$ cat config.mk
export PLATFORM = sky130hd
export DESIGN_NAME = vlen_grant
export DESIGN_NICKNAME = d
export VERILOG_FILES = /design/src/rtl/vlen_grant.sv
export SDC_FILE = /design/constraint.sdc
export NUM_CORES = 1
export LEC_CHECK = 0
export BUFFER_PORTS_ARGS = -buffer_cell sky130_fd_sc_hd__buf_2
export CORE_MARGIN = 1
export CORE_UTILIZATION = 30
export CTS_BUF_LIST = sky130_fd_sc_hd__clkbuf_8
export DETAILED_ROUTE_END_ITERATION = 8
export GPL_TIMING_DRIVEN = 0
export RECOVER_POWER = 100
export SLEW_MARGIN = 20
export SYNTH_ARGS = -nofsm -noshare
export SYNTH_HDL_FRONTEND = slang
export SYNTH_SLANG_ARGS = --single-unit
export TNS_END_PERCENT = 20
$ cat constraint.sdc
create_clock -name clk -period 4.6 [get_ports clk]
set_clock_uncertainty 0.2 [all_clocks]
set_input_delay 0.23 -clock clk [delete_from_list [all_inputs] [get_ports clk]]
set_output_delay 0.23 -clock clk [all_outputs]
set_load 0.01 [all_outputs]
$ cat src/rtl/vlen_grant.sv
module vlen_grant #(
  parameter int XLEN  = 16,
  parameter int MVL_W = 5
) (
  input  logic             clk,
  input  logic             rst_n,
  input  logic [MVL_W-1:0] mvl,
  input  logic             req_valid,
  input  logic [XLEN-1:0]  req_avl,
  input  logic             cfg_wr,
  input  logic             type_chg,
  input  logic [MVL_W-1:0] probe_idx,
  output logic             rsp_valid,
  output logic [XLEN-1:0]  rsp_len,
  output logic [MVL_W-1:0] act_len,
  output logic             probe_tail,
  output logic             elem_en,
  output logic             len_zero
);

  localparam int AW = XLEN + 1;

  initial begin
    if (XLEN < MVL_W + 2) $error("XLEN must exceed MVL_W by at least 2");
  end

  logic [AW-1:0] avl_w, mvl_x, mvl_dbl, half_up, grant_w;

  assign avl_w   = {1'b0, req_avl};
  assign mvl_x   = {{(AW-MVL_W){1'b0}}, mvl};
  assign mvl_dbl = mvl_x << 1;
  assign half_up = (avl_w + AW'(1)) >> 1;

  always_comb begin
    if (avl_w <= mvl_x)        grant_w = avl_w;
    else if (avl_w < mvl_dbl)  grant_w = half_up;
    else                       grant_w = mvl_x;
  end

  always_ff @(posedge clk) begin
    if (!rst_n) begin
      act_len   <= '0;
      rsp_valid <= 1'b0;
      rsp_len   <= '0;
    end else begin
      rsp_valid <= req_valid;
      if (req_valid) rsp_len <= grant_w[XLEN-1:0];
      if (cfg_wr)         act_len <= mvl;
      else if (req_valid) act_len <= grant_w[MVL_W-1:0];
    end
  end

  assign elem_en    = probe_idx < act_len;
  assign probe_tail = (probe_idx >= act_len) && (probe_idx < mvl);
  assign len_zero   = act_len == '0;

  assert_grant_fits_R4: assert property (@(posedge clk) disable iff (!rst_n)
    req_valid |-> grant_w <= mvl_x);

  assert_rsp_follows_req_R5: assert property (@(posedge clk) disable iff (!rst_n)
    req_valid |=> rsp_valid);

  assert_rsp_bounded_R2: assert property (@(posedge clk) disable iff (!rst_n)
    rsp_valid |-> rsp_len <= XLEN'($past(mvl)));

  assert_half_covers_R3: assert property (@(posedge clk) disable iff (!rst_n)
    rsp_valid && ($past(req_avl) < XLEN'({$past(mvl), 1'b0})) |->
      ({1'b0, rsp_len} << 1) >= {1'b0, $past(req_avl)});

  assert_cfg_forces_R6: assert property (@(posedge clk) disable iff (!rst_n)
    $past(cfg_wr) |-> act_len == $past(mvl));

  assert_type_hold_R7: assert property (@(posedge clk) disable iff (!rst_n)
    $past(type_chg && !cfg_wr && !req_valid) |-> act_len == $past(act_len));

  assert_zero_no_enable_R9: assert property (@(posedge clk) disable iff (!rst_n)
    len_zero |-> !elem_en);

  assert_tail_disjoint_R8: assert property (@(posedge clk) disable iff (!rst_n)
    !(probe_tail && elem_en));

endmodule

Word-level counts from Yosys, hierarchy flattened --
Cells that the tools add are included.
Word-level totals: word-level logic and storage cells 16, flip-flop bits (word level) 22, output and inout port bits 25
Cells by class: reductions and logical operators 3, multiplexer cells 4, add/subtract/negate cells 1, $lt $le $gt $ge 5
Operators by type and width (number):
- 16-bit 2-to-1 mux | 2
- 16-bit by 1-bit adder with 17-bit output (second input constant) | 1
- 16-bit by 5-bit <= comparator with 1-bit output | 1
- 16-bit by 6-bit < comparator with 1-bit output | 1
- 5-bit < comparator | 2
- 5-bit 2-to-1 mux | 2
- 5-bit >= comparator | 1
- 5-bit logical NOT | 1
- 2-bit nonzero test | 1
- 1-bit logical AND | 1

Depth between registers and ports, before layout --
Gate-level depths: netlist (run 1).
depth in word-level cells 5, mapped depth 8, gate-level depth less buffers 7

Least setup slack after synthesis (run 1) --
Ideal clock, no wire load.
path kind input port to flip-flop, start point input port mvl[2], end point register rsp_len[0], path slack 2.570 ns, stages on the path 7, arrival 1.693 ns, buffers on the path 0, library setup time 0.136 ns, data required time 4.264 ns, cell sequence inv_1 -> ha_1 -> a21oi_1 -> o21ai_0 -> a311oi_4 -> mux2i_1 -> o221ai_1
On the way: cells in the longest elaborated chain, start to end 3
RTL lines:
- start, declared | line 7 | input logic [MVL_W-1:0] mvl,
- 16-bit by 6-bit < comparator with 1-bit output | line 36 | else if (avl_w < mvl_dbl) grant_w = half_up;
- 16-bit 2-to-1 mux | line 36
- 16-bit 2-to-1 mux * | line 35 | if (avl_w <= mvl_x) grant_w = avl_w;
- end signal, assigned | line 47 | if (req_valid) rsp_len <= grant_w[XLEN-1:0];
- end, declared | line 14 | output logic [XLEN-1:0] rsp_len,
Mark *: on every way between the ends. The rest lies on a longest branch, timed or not. A chain may end at the register's enable or synchronous reset.

Worst setup path after layout (run 1) --
start point input port mvl[2], end point register rsp_len[1]
The elaborated chain is that of the path after synthesis.

==> results of run 1 <==
-- sequential cells by signal (all words and copies together) (netlist names) --
| signal | cells |
|---|---|
| act_len | 5 |
| rsp_len | 16 |
| rsp_valid | 1 |
-- worst max-delay path, cell delays in order --
cell and delay, ns:
buf_2 0.10, inv_1 0.18, ha_1 0.28, a21oi_1 0.13
o21ai_0 0.09, a311oi_1 0.95, mux2i_1 0.32, a31o_1 0.30
-- metrics by stage --
stage,setup slack [ns],cell area (um^2),utilization,cells
floorplan,2.57,1540,-,175
global placement,2.15,1880,0.391,294
detailed placement,2.17,1880,0.391,294
CTS,2.29,1940,0.402,298
global route,1.85,1890,0.391,298
finish,1.97,1890,0.391,298
-- layout make-up --
| cell class | count | area, um^2 | area share |
|---|---|---|---|
| Clock buffer | 4 | 55.1 | 0.0292 |
| Sequential cell | 22 | 440 | 0.234 |
| Inverter | 12 | 45.0 | 0.0239 |
| Timing Repair Buffer | 52 | 228 | 0.121 |
| Tap cell | 67 | 83.8 | 0.0445 |
| Buffer | 8 | 30.0 | 0.0159 |
| Multi-Input combinational cell | 133 | 1000 | 0.532 |
-- power by group through the flow --
stage          Combinational (uW)  Clock, uW  Sequential [uW]
2_1_floorplan                68.4          0              208
3_3_place_gp                  115          0              205
3_5_place_dp                  117          0              205
4_1_cts                       117        141              201
5_1_grt                       127        148              202
6_report                      112        135              201
-- Yosys cell counts, types with 2 or more instances --
cell type,instances
a21o_1,4
a221oi_1,2
a31o_1,8
and2_1,12
clkbuf_1,6
dfxtp_1,22
ha_1,19
inv_1,12
mux2i_1,5
nand2_1,16
nand2b_1,2
nand3_1,13
nor2_1,5
nor2b_1,5
o21a_1,2
o21ai_0,5
o31ai_1,12
xnor2_1,2
xor2_1,3
-- cell families after synthesis --
kind of cell               count (synthesis)  synth area share
xor gates and xnor gates                   5            0.0285
AOI/OAI and AO/OA                         43             0.226
muxes                                      5            0.0325
adders and majority gates                 19             0.155
and+or+nand+nor                           61             0.222
DFF                                       22             0.286
buffers and inverters                     20            0.0496
-- worst paths after layout --
check | startpoint | endpoint | slack [ns]
hold reg to reg | rsp_len[15]$_SDFFE_PN0P_ | rsp_len[15]$_SDFFE_PN0P_ | 0.26
setup reg to reg | act_len[2]$_SDFFE_PN0P_ | act_len[2]$_SDFFE_PN0P_ | 3.34
setup / recovery | mvl[2] | rsp_len[1]$_SDFFE_PN0P_ | 1.97
hold / removal | req_avl[6] | rsp_len[5]$_SDFFE_PN0P_ | 0.16
-- layer usage --
metal  share of wire  up-vias  GRT usage
met4          0.0035        0     0.0278
met3           0.086        2     0.0384
met2            0.43       68      0.238
met5               0        -          0
li1                -      747          -
met1            0.48      632      0.216
==> metrics, run 1 <==
most frequent cells in the layout=clkbuf_1 (33), buf_2 (26), dfxtp_1 (22); drt total wl=3.97 mm; Seq/Total Area, Yosys=0.286; number of global-route vias before repair=between 1000 and 1500; post-layout min period=2.63 ns; Mapped Area=1540 um^2; Ports=56; fill count=520; clk slew on worst S/H paths=0.07 ns; core area=4820 um^2; initial core utilization=0.319; final setup fails=0; remaining global-route overflow=0; max-slew violation count=0; fin nets=~280; CTS tree=built; min-delay worst type=in2reg; CTS H-tree lvls=1; WP data arrival=2.59 ns; Rows=25; top cell type's share of synthesized area=0.286; hold_ws=roughly 0.16 ns; area leader, netlist=dfxtp_1; vias per cell=4.86; crit path max fanout=6; Critical Path Source Type=primary input; combinational share of power=0.250; # diodes=0; internal power=about 320 uW; R2R cell count=5; CTS root buf=clkbuf_8; Seq cells post-synth=22; First-pass DRT Iterations=5; initial antenna violation count=0; detailed-placement wirelength estimate=3.08 mm; gr usage total=0.154; DRT antenna net count=0; status=complete, no violations; Required @ worst endpoint=4.55 ns; syn_nets=225; CP Capture Type=flop; Area Overhead vs Synth=22.6%; power consumption=448 uW; Post-synth EDFFs=0; Netlist cell types=39; DRC=0; Die Wd=73.6 um; clock share of power=0.302; crit share post-route=0.573; f_max=380 MHz; total number of vias=approximately 1400; setup TNS=0 ns; global-route wire length before repair=6.30 mm; hold path cells=4; number of I/O port buffers=52; post-CTS setup buffer count=0; RSZ-0062 raised after global routing=false; Die Y=73.6 um; commonest non-fill, non-tap cell in the layout=clkbuf_1; cell count after synthesis=175; Hold Vio Cnt, Final=0; Synth Warn #=0; NetSw=128 uW; Rel. slew slack=0.221; switching part of the total=0.286; critical path class=in2reg; fraction of final layout cells sized beyond drive strength 1=0.152; Max VDD drop=0.000127 V; Synth Area per Inst=a little under 9 um^2; Synth area leaders=dfxtp_1 (29%), ha_1 (15%), o31ai_1 (5.9%), and2_1 (4.9%), a31o_1 (4.6%); clk sinks=22; Starting DRT DRC Count=47; clk buf depth=2; ys async rst share=0; clock latency on the worst-skew pair=0.26 ns; die area=5420 um^2; largest net degree at the start of global routing=13; Reg power frac=0.449; CTS resizes=0; pwr/cell area=roughly 240 nW/um^2; RePlAce Congestion=0.846; main flop type after synthesis=dfxtp_1; total leakage power=0.000780 uW; worst-margin pin slew=1.16 ns; max_cap viols=0; cts bufs inserted=3; hold buffers post-CTS=0; drt wl/cell=roughly 13 um
Power figures use the tool's default switching activity.
==> run 2: changes to the inputs <==
==> constraint.sdc (replaced) <==
create_clock -name clk -period 2.4 [get_ports clk]
set_clock_uncertainty 0.2 [all_clocks]
set_input_delay 0.12 -clock clk [delete_from_list [all_inputs] [get_ports clk]]
set_output_delay 0.12 -clock clk [all_outputs]
set_load 0.01 [all_outputs]
==> metrics, run 2 (synthesis gave the netlist of run 1 again) <==
status=complete, no violations (unchanged); remaining global-route overflow=0 (unchanged); number of global-route vias before repair=1322 (unchanged); power consumption=860 uW (was 448 uW); # diodes=0 (unchanged); worst stage delay on the critical path=0.35 ns (was 0.95 ns); clk slew on worst S/H paths=0.07 ns (about the same); CP Capture Type=output pin (was flop); post-layout min period=2.23 ns; Crit path buffers/inverters=2 (unchanged); f_max=448 MHz; max_cap viols=0 (unchanged); clock share of power=0.301 (was 0.302); First-pass DRT Iterations=4 (was 5); initial core utilization=0.319 (unchanged); pwr/cell area=455 nW/um^2 (was 237 nW/um^2); setup TNS=0 ns (unchanged); combinational share of power=0.251 (was 0.250); Finished Cell Area=1890 um^2 (about the same); clk buf depth=2 (unchanged); Reg with most FFs=rsp_len (unchanged); clk sinks=22 (unchanged); fraction of final layout cells sized beyond drive strength 1=0.156 (was 0.152); CP Cell Sequence=inv_1 -> ha_1 -> nor2b_1 -> o21a_1 -> o21a_1 -> o21ai_0 -> nor2b_1 -> clkbuf_1 (was buf_2 -> inv_1 -> ha_1 -> a21oi_1 -> o21ai_0 -> a311oi_1 -> mux2i_1 -> a31o_1); crit share post-route=0.931; Reg power frac=0.448 (was 0.449); min-delay worst type=in2reg (unchanged); CTS root buf=clkbuf_8 (unchanged); cts bufs inserted=3 (unchanged); initial antenna violation count=0 (unchanged); die area=5420 um^2 (unchanged); max-slew violation count=0 (unchanged); Area Overhead vs Synth=23.0% (was 22.6%); gr usage total=0.154 (unchanged); detailed-placement wirelength estimate=3.08 mm (unchanged); Die Wd=73.6 um (unchanged); PnR worst setup slack=0.166 ns (was 1.97 ns); Post-Place Worst Slack=0.0751 ns (was 2.17 ns); largest net degree at the start of global routing=13 (unchanged); number of I/O port buffers=52 (unchanged); global-route wire length before repair=6.30 mm (unchanged); RSZ-0062 raised after global routing=false (unchanged); most frequent cells in the layout=clkbuf_1 (33), buf_2 (26), dfxtp_1 (22) (unchanged); Ports=56 (unchanged); switching part of the total=0.287 (was 0.286); drt wl/cell=13.3 um (about the same); post-CTS setup buffer count=0 (unchanged); Starting DRT DRC Count=48 (was 47); CTS resizes=0 (unchanged); commonest non-fill, non-tap cell in the layout=clkbuf_1 (unchanged); Max VDD drop=0.000244 V (was 0.000127 V); hold buffers post-CTS=0 (unchanged); CP max stage cell=dfxtp_1 (was a311oi_1); Cell Area, Placed=1880 um^2 (unchanged); clock latency on the worst-skew pair=0.26 ns (about the same); fill count=519 (was 520); total number of vias=1460 (was 1449); RePlAce Congestion=0.846 (unchanged); fin nets=282 (unchanged); total leakage power=0.000781 uW (was 0.000780 uW); DRT antenna net count=0 (unchanged); Die Y=73.6 um (unchanged); Rows=25 (unchanged); Critical Path Source Type=flop (was primary input); CTS tree=built (unchanged); CTS H-tree lvls=1 (unchanged); DRC=0 (unchanged); NetSw=247 uW (was 128 uW); final setup fails=0 (unchanged); Required @ worst endpoint=2.08 ns (was 4.55 ns); fin util=0.393 (was 0.391); critical path class=reg2out (was in2reg); crit path max fanout=3 (was 6); core area=4820 um^2 (unchanged); CP top delay family=compound AO/OA/AOI/OAI gates (unchanged); vias per cell=4.90 (was 4.86); internal power=613 uW (was 320 uW); biggest regs=rsp_len (16), act_len (5), rsp_valid (1) (unchanged); Largest register FFs=16 (unchanged); Hold Vio Cnt, Final=0 (unchanged); worst-margin pin slew=0.712 ns (was 1.16 ns); Rel. slew slack=0.525 (was 0.221); WP data arrival=1.91 ns (was 2.59 ns); drt total wl=3.96 mm (was 3.97 mm)
==> run 2: cell count changes in the layout (fill, tap and decap cells not counted) <==
cell	delta
a311oi_1	-1
a311oi_2	+1
==> run 2: power groups by stage <==
| stage | Clock, uW | Combinational [uW] | Sequential (uW) |
|---|---|---|---|
| 2_1_floorplan | 0 | 131 | 398 |
| 6_report | 259 | 216 | 385 |
| 4_1_cts | 270 | 225 | 385 |
| 3_5_place_dp | 0 | 224 | 393 |
| 5_1_grt | 283 | 244 | 387 |
| 3_3_place_gp | 0 | 220 | 393 |
==> run 2: cell type report <==
class                   instances  area (um^2)  area share
well taps                      67         83.8      0.0443
inverters                      12         45.0      0.0238
multi-input cells             133         1010       0.534
repair buffers                 52          228       0.120
flip-flops and latches         22          440       0.233
clock buffers                   4         55.1      0.0291
plain buffers                   8         30.0      0.0159
==> run 2: metrics by stage <==
step	cells	hold slack [ns]
floorplan	175	0.109
global placement	294	0.237
detailed placement	294	0.238
CTS	298	0.0396
global route	298	0.0527
finish	298	0.0504
==> run 2: path summary, 6_finish.rpt <==
kind,start,end,slack [ns],cells after the start
hold reg to reg,rsp_len[15]$_SDFFE_PN0P_,rsp_len[15]$_SDFFE_PN0P_,0.26,1
setup / recovery,act_len[1]$_SDFFE_PN0P_,elem_en,0.17,8
setup reg to reg,act_len[2]$_SDFFE_PN0P_,act_len[2]$_SDFFE_PN0P_,1.13,5
hold / removal,req_avl[0],rsp_len[0]$_SDFFE_PN0P_,0.05,3
==> run 2: metal layers <==
metal | global-route usage | vias up | wire length [um]
li1 | - | 749 | -
met1 | 0.216 | 651 | 1950
met2 | 0.238 | 58 | 1700
met3 | 0.0384 | 2 | 298
met4 | 0.0278 | 0 | 14
met5 | 0 | - | 0
==> run 2: worst min-delay path: stages <==
cell and delay [ns]:
buf_2 0.13, nand3_1 0.08, o221ai_1 0.12
